File: config.mk
export PLATFORM = sky130hd
export DESIGN_NAME = sar_seq_ctrl
export DESIGN_NICKNAME = d
export VERILOG_FILES = /design/src/rtl/sar_seq_pkg.sv /design/src/rtl/sar_seq_fsm.sv /design/src/rtl/sar_seq_trial.sv /design/src/rtl/sar_seq_ctrl.sv
export SDC_FILE = /design/constraint.sdc
export NUM_CORES = 1
export LEC_CHECK = 0
export ABC_AREA = 1
export BUFFER_PORTS_ARGS = -buffer_cell sky130_fd_sc_hd__clkbuf_2
export CAP_MARGIN = 20
export CORE_MARGIN = 2
export CORE_UTILIZATION = 60
export CTS_CLUSTER_DIAMETER = 200
export DETAILED_ROUTE_END_ITERATION = 16
export PLACE_DENSITY = 0.84
export SETUP_SLACK_MARGIN = 0.05
export SLEW_MARGIN = 20
export SYNTH_ARGS = -nofsm -noshare
export SYNTH_HDL_FRONTEND = slang
export SYNTH_HIERARCHICAL = 1
export SYNTH_SLANG_ARGS = --single-unit
File: constraint.sdc
create_clock -name clk -period 4.4 [get_ports clk]
set_input_delay 0.88 -clock clk [delete_from_list [all_inputs] [get_ports clk]]
set_output_delay 0.88 -clock clk [all_outputs]
set_load 0.02 [all_outputs]
File: src/rtl/sar_seq_pkg.sv
package sar_seq_pkg;
    typedef enum logic [2:0] {
        ST_ACQ    = 3'd0,
        ST_OPEN   = 3'd1,
        ST_MOVE   = 3'd2,
        ST_SETTLE = 3'd3,
        ST_DECIDE = 3'd4
    } sar_state_e;
endpackage

File: src/rtl/sar_seq_fsm.sv
module sar_seq_fsm
    import sar_seq_pkg::*;
#(
    parameter int SETTLE_CYC = 1
) (
    input  logic       clk,
    input  logic       rst_n,
    input  logic       start_i,
    input  logic       last_i,
    output sar_state_e state_o,
    output logic       arm_o,
    output logic       judge_o,
    output logic       finish_o
);
    localparam int CW = (SETTLE_CYC > 1) ? $clog2(SETTLE_CYC) : 1;
    localparam logic [CW-1:0] CNT_END = CW'(SETTLE_CYC - 1);

    sar_state_e state_q, state_d;
    logic [CW-1:0] cnt_q;

    // state register
    always_ff @(posedge clk or negedge rst_n) begin
        if (!rst_n) begin
            state_q <= ST_ACQ;
            cnt_q   <= '0;
        end else begin
            state_q <= state_d;
            cnt_q   <= (state_q == ST_SETTLE && cnt_q != CNT_END) ? cnt_q + 1'b1 : '0;
        end
    end

    // next state
    always_comb begin
        state_d = state_q;
        unique case (state_q)
            ST_ACQ:    if (start_i) state_d = ST_OPEN;
            ST_OPEN:   state_d = ST_MOVE;
            ST_MOVE:   state_d = ST_SETTLE;
            ST_SETTLE: if (cnt_q == CNT_END) state_d = ST_DECIDE;
            ST_DECIDE: state_d = last_i ? ST_ACQ : ST_SETTLE;
            default:   state_d = ST_ACQ;
        endcase
    end

    // outputs
    always_comb begin
        state_o  = state_q;
        arm_o    = (state_q == ST_MOVE);
        judge_o  = (state_q == ST_DECIDE);
        finish_o = (state_q == ST_DECIDE) && last_i;
    end

    // a conversion only begins from acquisition
    assert_open_from_acq_R8: assert property (@(posedge clk) disable iff (!rst_n)
        (state_q == ST_OPEN) |-> $past(state_q) == ST_ACQ);
    // comparator only judged after a settle interval
    assert_settle_before_judge_R4: assert property (@(posedge clk) disable iff (!rst_n)
        (state_q == ST_DECIDE) |-> $past(state_q) == ST_SETTLE);
endmodule

File: src/rtl/sar_seq_trial.sv
module sar_seq_trial #(
    parameter int NB = 14
) (
    input  logic          clk,
    input  logic          rst_n,
    input  logic          arm_i,
    input  logic          judge_i,
    input  logic          comp_le_i,
    output logic [NB-1:0] dac_o,
    output logic [NB-1:0] final_o,
    output logic          last_o
);
    localparam logic [NB-1:0] MSB_HOT = {1'b1, {(NB-1){1'b0}}};

    logic [NB-1:0] ptr_q, ptr_d, dac_q, dac_d, kept;

    // per-bit decision: keep or drop the probed bit, raise the next one
    for (genvar i = 0; i < NB; i++) begin : g_bit
        if (i == NB - 1) begin : g_top
            assign kept[i] = (judge_i && ptr_q[i]) ? comp_le_i : dac_q[i];
        end else begin : g_low
            assign kept[i] = (judge_i && ptr_q[i])   ? comp_le_i :
                             (judge_i && ptr_q[i+1]) ? 1'b1      : dac_q[i];
        end
    end

    always_comb begin
        ptr_d = ptr_q;
        dac_d = dac_q;
        if (arm_i) begin
            ptr_d = MSB_HOT;
            dac_d = MSB_HOT;
        end else if (judge_i) begin
            ptr_d = ptr_q >> 1;
            dac_d = ptr_q[0] ? '0 : kept;
        end
    end

    always_ff @(posedge clk or negedge rst_n) begin
        if (!rst_n) begin
            ptr_q <= '0;
            dac_q <= '0;
        end else begin
            ptr_q <= ptr_d;
            dac_q <= dac_d;
        end
    end

    assign dac_o   = dac_q;
    assign final_o = kept;
    assign last_o  = ptr_q[0];

    // a single bit is under test at any time
    assert_one_probe_R4: assert property (@(posedge clk) disable iff (!rst_n)
        $onehot0(ptr_q));
    // the first trial is the most significant bit alone
    assert_msb_first_R4: assert property (@(posedge clk) disable iff (!rst_n)
        arm_i |=> (dac_q == MSB_HOT));
endmodule

File: src/rtl/sar_seq_ctrl.sv
module sar_seq_ctrl
    import sar_seq_pkg::*;
#(
    parameter int NBITS      = 14,
    parameter int SETTLE_CYC = 1
) (
    input  logic             clk,
    input  logic             rst_n,
    input  logic             start_i,
    input  logic             comp_le_i,
    output logic             top_gnd_o,
    output logic             plate_in_o,
    output logic             comp_en_o,
    output logic [NBITS-1:0] dac_o,
    output logic             busy_o,
    output logic             done_o,
    output logic [NBITS-1:0] result_o
);
    sar_state_e       state;
    logic             arm, judge, finish, last;
    logic [NBITS-1:0] final_code;
    logic [NBITS-1:0] result_q;
    logic             done_q;

    sar_seq_fsm #(.SETTLE_CYC(SETTLE_CYC)) u_fsm (
        .clk(clk), .rst_n(rst_n), .start_i(start_i), .last_i(last),
        .state_o(state), .arm_o(arm), .judge_o(judge), .finish_o(finish)
    );

    sar_seq_trial #(.NB(NBITS)) u_trial (
        .clk(clk), .rst_n(rst_n), .arm_i(arm), .judge_i(judge),
        .comp_le_i(comp_le_i), .dac_o(dac_o), .final_o(final_code), .last_o(last)
    );

    always_ff @(posedge clk or negedge rst_n) begin
        if (!rst_n) begin
            result_q <= '0;
            done_q   <= 1'b0;
        end else begin
            done_q <= finish;
            if (finish) result_q <= final_code;
        end
    end

    // switch and status decode
    always_comb begin
        busy_o     = (state != ST_ACQ);
        top_gnd_o  = (state == ST_ACQ);
        plate_in_o = (state == ST_ACQ) || (state == ST_OPEN);
        comp_en_o  = (state == ST_MOVE) || (state == ST_SETTLE) || (state == ST_DECIDE);
        done_o     = done_q;
        result_o   = result_q;
    end

    // plates leave the inputs only after the top grounding has opened
    assert_gnd_open_first_R3: assert property (@(posedge clk) disable iff (!rst_n)
        $fell(plate_in_o) |-> $past(!top_gnd_o));
    assert_plates_hold_R3: assert property (@(posedge clk) disable iff (!rst_n)
        $fell(top_gnd_o) |-> plate_in_o);
    // idle means powered-down acquisition with a cleared DAC
    assert_idle_quiet_R2: assert property (@(posedge clk) disable iff (!rst_n)
        !busy_o |-> (dac_o == '0) && !comp_en_o && top_gnd_o && plate_in_o);
    // done follows the end of a conversion and never overlaps busy
    assert_done_after_busy_R7: assert property (@(posedge clk) disable iff (!rst_n)
        done_o |-> !busy_o && $past(busy_o));
    // result holds between completions
    assert_result_hold_R9: assert property (@(posedge clk) disable iff (!rst_n)
        !finish |=> $stable(result_o));
endmodule

Word-level counts from Yosys, hierarchy flattened
Cells that the tools add are included.
{"block": "op_classes", "n_addsub": 1, "n_eq_ne": 6, "muxes": 37, "n_reduce_logical": 22}
{"operator": "2-to-1 mux 14 bit", "n": 5}
{"operator": "2-to-1 mux 1 bit", "n": 28}
{"operator": "logical AND 1 bit", "n": 15}
{"operator": "case mux 3 bit (5 select lines)", "n": 1}
{"operator": "== test 3 x 2 -> 1 bit, second input constant", "n": 2}
{"operator": "2-to-1 mux 3 bit", "n": 2}
{"operator": "!= test 2 bit, second input constant", "n": 2}
{"operator": "== test 3 x 1 -> 1 bit, second input constant", "n": 1}
{"operator": "== test 3 bit, second input constant", "n": 1}
{"operator": "zero test 3 bit", "n": 1}
{"operator": "logical OR 1 bit", "n": 3}
{"operator": "nonzero test 3 bit", "n": 1}
{"operator": "2-to-1 mux 2 bit", "n": 1}
{"operator": "AND reduction 2 bit", "n": 1}
{"operator": "nonzero test 2 bit", "n": 1}
{"operator": "adder 1 bit, second input constant", "n": 1}
{"block": "totals", "register_bits": 47, "inputBits": 4, "out_inout_bits": 33, "wordCells": 72}

Logic depth before layout (Yosys ltp)
Gate-level depths: netlist of the first run.
{"block": "depth", "depth_word": 7, "ltp_mapped": 9, "depth_no_buf": 8}

By module
Netlist of the first run, hierarchy kept.
{"mod": "sar_seq_trial", "n_inst": 1, "cells_per_inst": 168, "area_per_inst_um2": 1393.8, "seq_area_each_um2": 700.7}
{"mod": "sar_seq_ctrl", "n_inst": 1, "cells_per_inst": 68, "area_per_inst_um2": 640.6, "seq_area_each_um2": 375.4}
{"mod": "sar_seq_fsm", "n_inst": 1, "cells_per_inst": 30, "area_per_inst_um2": 214.0, "seq_area_each_um2": 100.1}

Worst setup path before layout of the first run
Ideal clock, no wire load.
{"block": "synth_path", "path_type": "register -> output", "start": "register u_fsm.state_q[1], in the netlist u_fsm/state_o[1]", "end": "output port top_gnd_o", "arrival_ns": 0.909, "required_time_ns": 3.520, "slack_ns": 2.611, "path_stages_with_launch": 4, "n_path_buf": 0, "path_cell_list": "dfrtp_1 > nor2_1 > nand2_1 > inv_1"}
{"block": "synth_via", "elab_chain_len": 1}
{"item": "start, declared", "line_no": "sar_seq_fsm.sv:18", "source": "sar_state_e state_q, state_d;"}
{"item": "start signal, assigned", "line_no": "sar_seq_fsm.sv:27", "source": "state_q <= state_d;"}
{"item": "zero test 3 bit", "line_no": "sar_seq_ctrl.sv:48", "source": "top_gnd_o = (state == ST_ACQ);"}
{"item": "end, declared", "line_no": "sar_seq_ctrl.sv:11", "source": "output logic top_gnd_o,"}
Every way passes these cells.

Worst setup path after layout of the first run
{"block": "layout_path", "start": "register u_fsm.state_q[1], in the netlist u_fsm/state_o[1]", "end": "register u_trial.dac_q[10], in the netlist u_trial/dac_o[10]"}
{"block": "layout_via", "elab_chain_len": 7, "word_cells_on_any_way": 10, "cone_classes": "2 x eq/ne; 5 x mux; 3 x reduce/logical"}
{"item": "== test 3 bit (*)", "line_no": "sar_seq_fsm.sv:49", "source": "judge_o = (state_q == ST_DECIDE);"}
{"item": "via judge", "line_no": "sar_seq_ctrl.sv:20", "source": "logic arm, judge, finish, last;"}
{"item": "logical AND 1 bit", "line_no": "sar_seq_trial.sv:23", "source": "(judge_i && ptr_q[i+1]) ? 1'b1 : dac_q[i];"}
{"item": "2-to-1 mux 1 bit", "line_no": "sar_seq_trial.sv:23"}
{"item": "2-to-1 mux 1 bit", "line_no": "sar_seq_trial.sv:22", "source": "assign kept[i] = (judge_i && ptr_q[i]) ? comp_le_i :"}
{"item": "2-to-1 mux 14 bit", "line_no": "sar_seq_trial.sv:35", "source": "dac_d = ptr_q[0] ? '0 : kept;"}
{"item": "2-to-1 mux 14 bit", "line_no": "sar_seq_trial.sv:33", "source": "end else if (judge_i) begin"}
{"item": "2-to-1 mux 14 bit", "line_no": "sar_seq_trial.sv:30", "source": "if (arm_i) begin"}
{"item": "end signal, assigned", "line_no": "sar_seq_trial.sv:42", "source": "dac_q <= '0;"}
{"item": "end signal, assigned", "line_no": "sar_seq_trial.sv:45", "source": "dac_q <= dac_d;"}
{"item": "end, declared", "line_no": "sar_seq_trial.sv:15", "source": "logic [NB-1:0] ptr_q, ptr_d, dac_q, dac_d, kept;"}
Mark *: on every way through the listed nets, which the timed path passes. The rest lies on a longest branch. The select of a mux whose other input is x is not followed.
A chain may end at the register's enable or synchronous reset.

==> results of run 1 <==
## worst paths after layout
path                              startpoint           endpoint  slack (ps)  cells after the start
max in group asynchronous              rst_n   u_trial/dac_o[3]        3360                      2
max reg2reg                 u_fsm/state_o[1]  u_trial/dac_o[10]        1970                      7
max                         u_fsm/state_o[1]  u_trial/dac_o[10]        1970                      7
min reg2reg                u_trial/ptr_q[13]  u_trial/ptr_q[13]         490                      1
min                        u_trial/ptr_q[13]  u_trial/ptr_q[13]         490                      1
min in group asynchronous              rst_n   u_trial/ptr_q[6]         660                      2
## logic make-up (layout without fill, tap and decap cells)
kind of cell,Yosys count,after routing,share of synthesized area (%)
and+or+nand+nor,150,150,31.1
AOI/OAI and AO/OA,30,30,7.96
other,1,1,0.167
DFF,47,47,52.3
buffers and inverters,38,72,8.51
## metrics by stage
stage | instances | instance area, sq um | util [%] | hold WS [ps] | worst slack, ps
6_report | 348 | 2520 | 69.3 | 493 | 1970
5_1_grt | 348 | 2520 | 69.3 | 512 | 1780
4_1_cts | 348 | 2510 | 69.1 | 493 | 2020
3_5_place_dp | 340 | 2410 | 66.4 | 474 | 2040
3_3_place_gp | 340 | 2410 | 66.4 | 462 | 2140
2_1_floorplan | 266 | 2250 | - | 454 | 2610
## final cells by class
cell class,count,area (sq um),share of cell area [%]
timing repair buffer,38,195,7.75
clock buffer,8,100,3.98
tap,48,60.1,2.39
inverter,26,97.6,3.88
sequential,47,1180,46.7
multi-input combinational,181,888,35.3
## worst register-to-register path: cells and delay by family (launching register included)
kind / cells / cell delay [ps]
buffers and inverters: 1 / 650
DFF: 1 / 470
and+or+nand+nor: 6 / 1250
## cell usage in the layout, fill, tap and decap left out, drive strengths merged
cell type / netlist / final
inv: 26 / 26
nand4: 1 / 1
o21ai: 15 / 15
a21oi: 14 / 14
buf: 11 / 2
clkbuf: 1 / 44
nand2: 84 / 84
nor2: 10 / 10
dfrtp: 47 / 47
or2: 1 / 1
conb: 1 / 1
nand3: 28 / 28
nand3b: 13 / 13
and2: 13 / 13
a21o: 1 / 1
## power by group through the flow
stage          Sequential (W)  Combinational (W)  Clock (W)
2_1_floorplan        0.000501           0.000199          0
3_3_place_gp         0.000499           0.000261          0
3_5_place_dp         0.000502           0.000268          0
4_1_cts              0.000493           0.000268   0.000283
5_1_grt              0.000499           0.000297   0.000304
6_report             0.000493           0.000267   0.000279
## sequential cells by signal, summed over array words and instances, names as in the netlist
name / cells
result_o: 14
u_trial/ptr_q: 14
done_o: 1
u_trial/dac_o: 14
u_fsm/cnt_q: 1
u_fsm/state_o: 3
## per-layer routing
| metal | global-route usage (%) | up-vias | part of all wire [%] | wire length, um |
|---|---|---|---|---|
| met3 | 5.82 | 4 | 5.2 | 235 |
| met1 | 30.8 | 862 | 46 | 2070 |
| li1 | - | 909 | - | - |
| met4 | 9.38 | 0 | 1.2 | 53 |
| met5 | 0 | - | 0 | 0 |
| met2 | 38.6 | 52 | 48 | 2180 |
==> flow_summary.json, run 1 <==
{
  "ys.warnings.count": 6,
  "power.total_w": 0.00104,
  "post_cts_buffers": 0,
  "ys_top_cells_by_area": "dfrtp_1 52%, nand2_1 14%, nand3_1 6.2%",
  "grt_usage_pct": 23.8,
  "swShare_pct": 34.7,
  "num_io_pins": 37,
  "cts.repair.resized": 0,
  "synth_area_per_cell_sq_um": 8.45,
  "drt-initial-drc-count": 146,
  "postSynthCellCount": 266,
  "p_comb_share_pct": 25.7,
  "fin_crit_ps": 2430,
  "fill_cells": 308,
  "synth.ff_latch_count": 47,
  "wl_per_cell_um": 13.1,
  "synthArstFlopShare_pct": 100,
  "slew_violations": 0,
  "final_layout_size_suffix_gt1_share_pct": 19.7,
  "area_delta_synth_final_pct": 12.0,
  "drv_cap": 0,
  "rows": 22,
  "vias_per_cell": 5.25,
  "clk_latency_ps": 300,
  "status": "complete, no violations",
  "setup_viol": 0,
  "finalCritPeriodShare_pct": 55.2,
  "port_buffers": 36,
  "cts_buffers": 5,
  "grt_pass1_vias": 1714,
  "fmax_ghz": 0.412,
  "ant_nets": 0,
  "path_delay_family": "simple AND/OR/NAND/NOR gates",
  "n_antenna_cell": 0,
  "grt_pass1_wl_um": 7670,
  "cpPeakStageDelay_ps": 650,
  "min_path_type": "register to register",
  "cts-hold-fix-buffers": 0,
  "rsz0062_at_grt": "false",
  "syn-num-nets": 270,
  "synth_seq_area_share_pct": 52.3,
  "cts.path.max_buffers": 2,
  "layout.nets": 303,
  "die-area_sq_mm": 0.00425,
  "total_leakage_power_nw": 1.34,
  "cts_tree": "built",
  "grt-ovfl-total": 0,
  "p_clk_share_pct": 26.8,
  "arrival_ps": 2660,
  "yosysTopAreaCell": "dfrtp_1",
  "worst_setup_path_end_kind": "register",
  "synth_most_common_cell": "nand2_1",
  "die_h_um": 65.2,
  "hold_violations": 0,
  "slew_headroom_pct": 42.7,
  "cp_slowest_cell": "inv_1",
  "netlist.area_leader.share_pct": 52.3,
  "drc": 0,
  "crit_required_ps": 4630,
  "power_switching_w": 0.000360,
  "power_frac_seq_pct": 47.5,
  "antenna_found_initial": 0,
  "dp.final_hpwl_um": 3090,
  "routed_wl_um": 4550,
  "worstMarginPinSlew_ps": 859,
  "synth_area_sq_mm": 0.00225,
  "num_vias": 1827,
  "numClockSinks": 47,
  "dr.pass1.iters": 4,
  "tns_ps": 0,
  "grt_max_degree": 48,
  "synthFlopType": "dfrtp_1",
  "power.density_mw_per_mm2": 413,
  "ys_top_cells_by_count": "84 x nand2_1, 47 x dfrtp_1, 28 x nand3_1, 24 x inv_1, 14 x a21oi_1",
  "htree_levels": 2,
  "critical_path.cell_chain": "nor2_2, nand2_1, inv_1, nand2_1, nor2_2, nand3_1, nand2_1",
  "clk_pin_slew_ps": 80,
  "initial_core_util_pct": 61.9,
  "cpMostUsedCell": "nand2_1",
  "critical_path_buf_inv_count": 1,
  "synth_edf_count": 0,
  "vdd_drop_max_mv": 0.228,
  "critPathMaxFanout": 30,
  "synth_cell_types": 21,
  "die_w_um": 65.2,
  "critPathKind": "register to register",
  "fin_skew_ps": 5.01,
  "routabilityCongestion": 0.798,
  "power.internal_w": 0.000679,
  "clockRootBuffer": "clkbuf_8",
  "crit_path_start_kind": "register",
  "coreArea_sq_mm": 0.00363
}
Note: power is estimated with default switching activity, not from simulation.
==> inputs of run 2 (changes only) <==
--- a/config.mk
+++ b/config.mk
@@ -9,10 +9,10 @@
 export BUFFER_PORTS_ARGS = -buffer_cell sky130_fd_sc_hd__clkbuf_2
 export CAP_MARGIN = 20
 export CORE_MARGIN = 2
-export CORE_UTILIZATION = 60
+export CORE_UTILIZATION = 50
 export CTS_CLUSTER_DIAMETER = 200
 export DETAILED_ROUTE_END_ITERATION = 16
-export PLACE_DENSITY = 0.84
+export PLACE_DENSITY = 0.75
 export SETUP_SLACK_MARGIN = 0.05
 export SLEW_MARGIN = 20
 export SYNTH_ARGS = -nofsm -noshare
==> constraint.sdc (replaced) <==
create_clock -name clk -period 2.1 [get_ports clk]
set_input_delay 0.42 -clock clk [delete_from_list [all_inputs] [get_ports clk]]
set_output_delay 0.42 -clock clk [all_outputs]
set_load 0.02 [all_outputs]
==> run 2 against run 1 <==
Net effect:
- routed wire length is 1.3% lower
- total power is 110% higher
- critical path type is now register to output port
- cell count up 2.9%
- largest cell class unchanged
==> flow_summary.json, run 2 (synthesis results as in run 1) <==
{
  "status": "complete, no violations",
  "final_layout_size_suffix_gt1_share_pct": 21.6,
  "slew_headroom_pct": 60.7,
  "power_frac_seq_pct": 47.4,
  "tns_ps": 0,
  "p_clk_share_pct": 24.4,
  "numClockSinks": 47,
  "rr_endpoint": "u_trial/dac_o[6]",
  "dp.final_hpwl_um": 3100,
  "layout.nets": 309,
  "cts_buffers": 5,
  "initial_core_util_pct": 51.6,
  "power_switching_w": 0.000781,
  "die_w_um": 71.1,
  "reg2reg_from": "u_fsm/state_o[1]",
  "cts.repair.resized": 0,
  "fin_util_pct": 59.1,
  "finalCritPeriodShare_pct": 78.3,
  "die-area_sq_mm": 0.00505,
  "ant_nets": 0,
  "power.total_w": 0.00218,
  "total_leakage_power_nw": 1.37,
  "htree_levels": 2,
  "worst_setup_path_end_kind": "output port",
  "power.internal_w": 0.00140,
  "fin_crit_ps": 1640,
  "rsz0062_at_grt": "false",
  "critPathMaxFanout": 7,
  "layout_commonest_cell": "nand2_1",
  "grt_max_degree": 48,
  "fmax_ghz": 0.608,
  "clk_latency_ps": 300,
  "min_path_type": "input pin to async pin",
  "fin_skew_ps": 6.73,
  "crit_required_ps": 1680,
  "arrival_ps": 1220,
  "num_io_pins": 37,
  "vias_per_cell": 5.01,
  "drv_cap": 0,
  "post_cts_buffers": 0,
  "coreArea_sq_mm": 0.00435,
  "drc": 0,
  "critPathKind": "register to output port",
  "cts_tree": "built",
  "wl_per_cell_um": 12.5,
  "setup_viol": 0,
  "cts.path.max_buffers": 2,
  "crit_path_start_kind": "register",
  "routed_wl_um": 4490,
  "clockRootBuffer": "clkbuf_8",
  "worstMarginPinSlew_ps": 589,
  "routabilityCongestion": 0.791,
  "grt_pass1_vias": 1751,
  "reg2reg_depth": 9,
  "mostFrequentLayoutCells": "84 x nand2_1, 47 x dfrtp_1, 36 x clkbuf_2",
  "drt-initial-drc-count": 98,
  "slew_violations": 0,
  "port_buffers": 36,
  "dr.pass1.iters": 4,
  "area_delta_synth_final_pct": 14.4,
  "power.density_mw_per_mm2": 847,
  "antenna_found_initial": 0,
  "cts-hold-fix-buffers": 0,
  "swShare_pct": 35.9,
  "grt-ovfl-total": 0,
  "num_vias": 1795,
  "rows": 24,
  "hold_violations": 0,
  "vdd_drop_max_mv": 0.460,
  "grt_pass1_wl_um": 7890,
  "grt_usage_pct": 19.9,
  "reg2reg_setup_slack_ps": 460,
  "clk_pin_slew_ps": 90,
  "n_antenna_cell": 0,
  "p_comb_share_pct": 28.2,
  "die_h_um": 71.1
}
==> run 2: cell count changes in the layout (fill, tap and decap cells not counted) <==
cell	delta
buf_12	+2
clkinv_2	+3
buf_4	+4
nor2_4	-1
nor2_2	+1
clkbuf_1	-1
clkbuf_8	-2
==> run 2: power by group through the flow <==
stage               logic, W  clock network [W]  registers (W)
finish              0.000614           0.000532        0.00103
global route        0.000695           0.000578        0.00104
CTS                 0.000619           0.000541        0.00103
detailed placement  0.000618                  0        0.00105
global placement    0.000609                  0        0.00105
floorplan           0.000417                  0        0.00105
==> run 2: area by class of cell <==
cell class | instances | area (sq um)
Multi-Input combinational cell | 181 | 883
Sequential cell | 47 | 1180
Inverter | 26 | 97.6
Clock inverter | 3 | 15.0
Timing Repair Buffer | 44 | 265
Tap cell | 52 | 65.1
Clock buffer | 5 | 68.8
Fill cell | 404 | 1780
==> run 2: layer usage <==
layer  share of wire, %  up-vias  track usage (%)  routed length [um]
met5                  0        -                0                   0
met3                4.2        7             3.99                 189
li1                   -      924                -                   -
met2                 50       47             32.7                2230
met1                 45      817             26.5                2010
met4                1.3        0             6.92                  60
==> run 2: worst max-delay path, cell delays in order, from the launching register on <==
cell and delay, ps:
dfrtp_1 460, nor2_1 160, nand2_1 80, nand2_1 70
clkbuf_2 160
==> run 2: worst max path at each step <==
| stage | from | end | slack (ps) | cells after the start |
|---|---|---|---|---|
| after CTS | u_fsm/state_o[1] | comp_en_o | 440 | 4 |
| after floorplan | u_fsm/state_o[1] | result_o[10] | 600 | 9 |
| after global routing | u_fsm/state_o[1] | u_trial/dac_o[6] | 250 | 9 |
| after global placement | u_fsm/state_o[2] | u_trial/dac_o[6] | 510 | 7 |
| final | u_fsm/state_o[1] | comp_en_o | 460 | 4 |
| after detailed placement | u_fsm/state_o[2] | u_trial/dac_o[6] | 470 | 7 |
==> run 2: metrics by stage <==
| stage | setup WS, ps | hold WS (ps) | std cells | instance area, sq um |
|---|---|---|---|---|
| after floorplan | 599 | 124 | 266 | 2250 |
| after global placement | 506 | 466 | 350 | 2490 |
| after detailed placement | 472 | 469 | 350 | 2490 |
| after CTS | 435 | 224 | 358 | 2570 |
| after global routing | 255 | 266 | 358 | 2570 |
| final | 455 | 189 | 358 | 2570 |
==> inputs of run 3 (changes only) <==
--- a/config.mk
+++ b/config.mk
@@ -9,10 +9,10 @@
 export BUFFER_PORTS_ARGS = -buffer_cell sky130_fd_sc_hd__clkbuf_2
 export CAP_MARGIN = 20
 export CORE_MARGIN = 2
-export CORE_UTILIZATION = 50
+export CORE_UTILIZATION = 55
 export CTS_CLUSTER_DIAMETER = 200
 export DETAILED_ROUTE_END_ITERATION = 16
-export PLACE_DENSITY = 0.75
+export PLACE_DENSITY = 0.78
 export SETUP_SLACK_MARGIN = 0.05
 export SLEW_MARGIN = 20
 export SYNTH_ARGS = -nofsm -noshare
==> constraint.sdc (replaced) <==
create_clock -name clk -period 1.6 [get_ports clk]
set_input_delay 0.32 -clock clk [delete_from_list [all_inputs] [get_ports clk]]
set_output_delay 0.32 -clock clk [all_outputs]
set_load 0.02 [all_outputs]
==> run 3 against run 2 <==
Net effect:
- critical path depth is 1 higher
- setup slack worse by 360 ps
- first-iteration DRC count is 48% higher
- cell count is 2.2% higher
- design area is 6.9% higher
- register-to-register slack worse by 340 ps
- via count is 5.8% higher
- count of clock-buffer cells in the layout is 1 higher
- critical path type unchanged
- largest cell class unchanged
- largest power group unchanged
==> flow_summary.json, run 3 (synthesis results as in run 1) <==
{
  "fin_skew_ps": 1.89,
  "slew_violations": 0,
  "initial_core_util_pct": 56.6,
  "multiInputGateArea_sq_um": 916,
  "cts_buffers": 5,
  "total_leakage_power_nw": 1.44,
  "critPathMaxFanout": 4,
  "finalCritPeriodShare_pct": 94.1,
  "critPathKind": "register to output port",
  "holdCritStartpoint": "start_i",
  "cts_tree": "built",
  "layout.nets": 321,
  "clockRootBuffer": "clkbuf_8",
  "crit_path_start_kind": "register",
  "antenna_found_initial": 0,
  "dpl.cell_count": 353,
  "min_path_type": "input pin to register",
  "layout.cells.non_filler": 366,
  "grt_pass1_vias": 1780,
  "tns_ps": 0,
  "die_h_um": 67.9,
  "port_buffers": 36,
  "clk_pin_slew_ps": 80,
  "ff_latch_area_sq_mm": 0.00118,
  "drt-initial-drc-count": 145,
  "rows": 23,
  "crit_required_ps": 1280,
  "setup_viol": 0,
  "die-area_sq_mm": 0.00462,
  "num_io_pins": 37,
  "drc": 0,
  "grt_max_degree": 31,
  "grt_pass1_wl_um": 7840,
  "final_layout_size_suffix_gt1_share_pct": 26.6,
  "grt_usage_pct": 22.8,
  "power.density_mw_per_mm2": 1140,
  "die_w_um": 67.9,
  "rsz0062_at_grt": "true",
  "htree_levels": 2,
  "arrival_ps": 1190,
  "wl_per_cell_um": 12.9,
  "cts.path.max_buffers": 2,
  "ant_nets": 0,
  "n_antenna_cell": 0,
  "area_delta_synth_final_pct": 22.2,
  "fmax_ghz": 0.664,
  "hold_violations": 0,
  "drv_cap": 0,
  "fill_cells": 326,
  "dr.pass1.iters": 4,
  "dp.final_hpwl_um": 3190,
  "coreArea_sq_mm": 0.00397,
  "clk_latency_ps": 290,
  "num_vias": 1900,
  "routabilityCongestion": 0.756,
  "reg2reg_depth": 9,
  "worst_setup_path_end_kind": "output port",
  "vdd_drop_max_mv": 0.538,
  "mostFrequentLayoutCells": "79 x nand2_1, 47 x dfrtp_1, 34 x clkbuf_2",
  "fin_crit_ps": 1510,
  "cp-startpoint": "u_fsm/state_o[1]",
  "vias_per_cell": 5.19,
  "min_path_cells": 7,
  "reg2reg_from": "u_fsm/state_o[1]",
  "status": "complete, no violations",
  "layout_commonest_cell": "nand2_1",
  "routed_wl_um": 4730,
  "grt-ovfl-total": 0,
  "numClockSinks": 47
}
-- run 3: where the power goes --
group / total [W] / switching [W] / leakage [nW] / internal (W)
Sequential: 0.00133 / 0.0000709 / 0.566 / 0.00126
Clock: 0.000651 / 0.000359 / 0.0371 / 0.000292
Combinational: 0.00114 / 0.000661 / 0.840 / 0.000479
Total: 0.00312 / 0.00109 / 1.44 / 0.00203
-- run 3: what timing repair did --
item,4_1_cts,5_1_grt
hold buffers,1,0
pin swaps,0,6
gates cloned,0,1
endpoints found under the setup margin,17,31
buffers inserted,0,5
resized for setup,4,23
endpoints found under the hold margin,17,0
-- run 3: worst paths after layout --
path                                    end  slack [ps]
min reg2reg                u_trial/dac_o[4]         500
min                        u_fsm/state_o[2]         410
min in group asynchronous  u_trial/dac_o[9]         510
max in group asynchronous  u_trial/ptr_q[2]         580
max reg2reg                    result_o[12]         120
max                               comp_en_o          90
-- run 3: layout make-up --
| cell class | count | area share [%] |
|---|---|---|
| Sequential cell | 47 | 42.8 |
| Multi-Input combinational cell | 181 | 33.3 |
| Timing Repair Buffer | 56 | 15.2 |
| Inverter | 26 | 3.73 |
| Clock buffer | 6 | 2.64 |
| Tap cell | 50 | 2.28 |
-- run 3: routing by layer --
layer  track usage [%]  wire length (um)  vias to the layer above
met5                 0                 0                        -
met4              7.75                45                        0
met3              5.59               268                        6
met2              36.7              2250                       47
met1              30.4              2170                      898
li1                  -                 -                      949
-- run 3: critical path, stage by stage (launching register included) --
cell and delay [ps]:
dfrtp_1 430, buf_6 150, nor2_4 80, nand2_1 50, nand2_1 60, buf_6 110
-- run 3: through the flow --
step	cell area [sq um]	setup WS, ps	power, W	hold WS (ps)	utilization, %
after floorplan	2250	99.3	0.00192	24.4	-
after global placement	2510	45.4	0.00222	300	63.2
after detailed placement	2510	10.2	0.00223	301	63.2
after CTS	2610	45.1	0.00292	404	65.8
after global routing	2750	13.8	0.00331	490	69.2
final	2750	93.9	0.00312	407	69.2
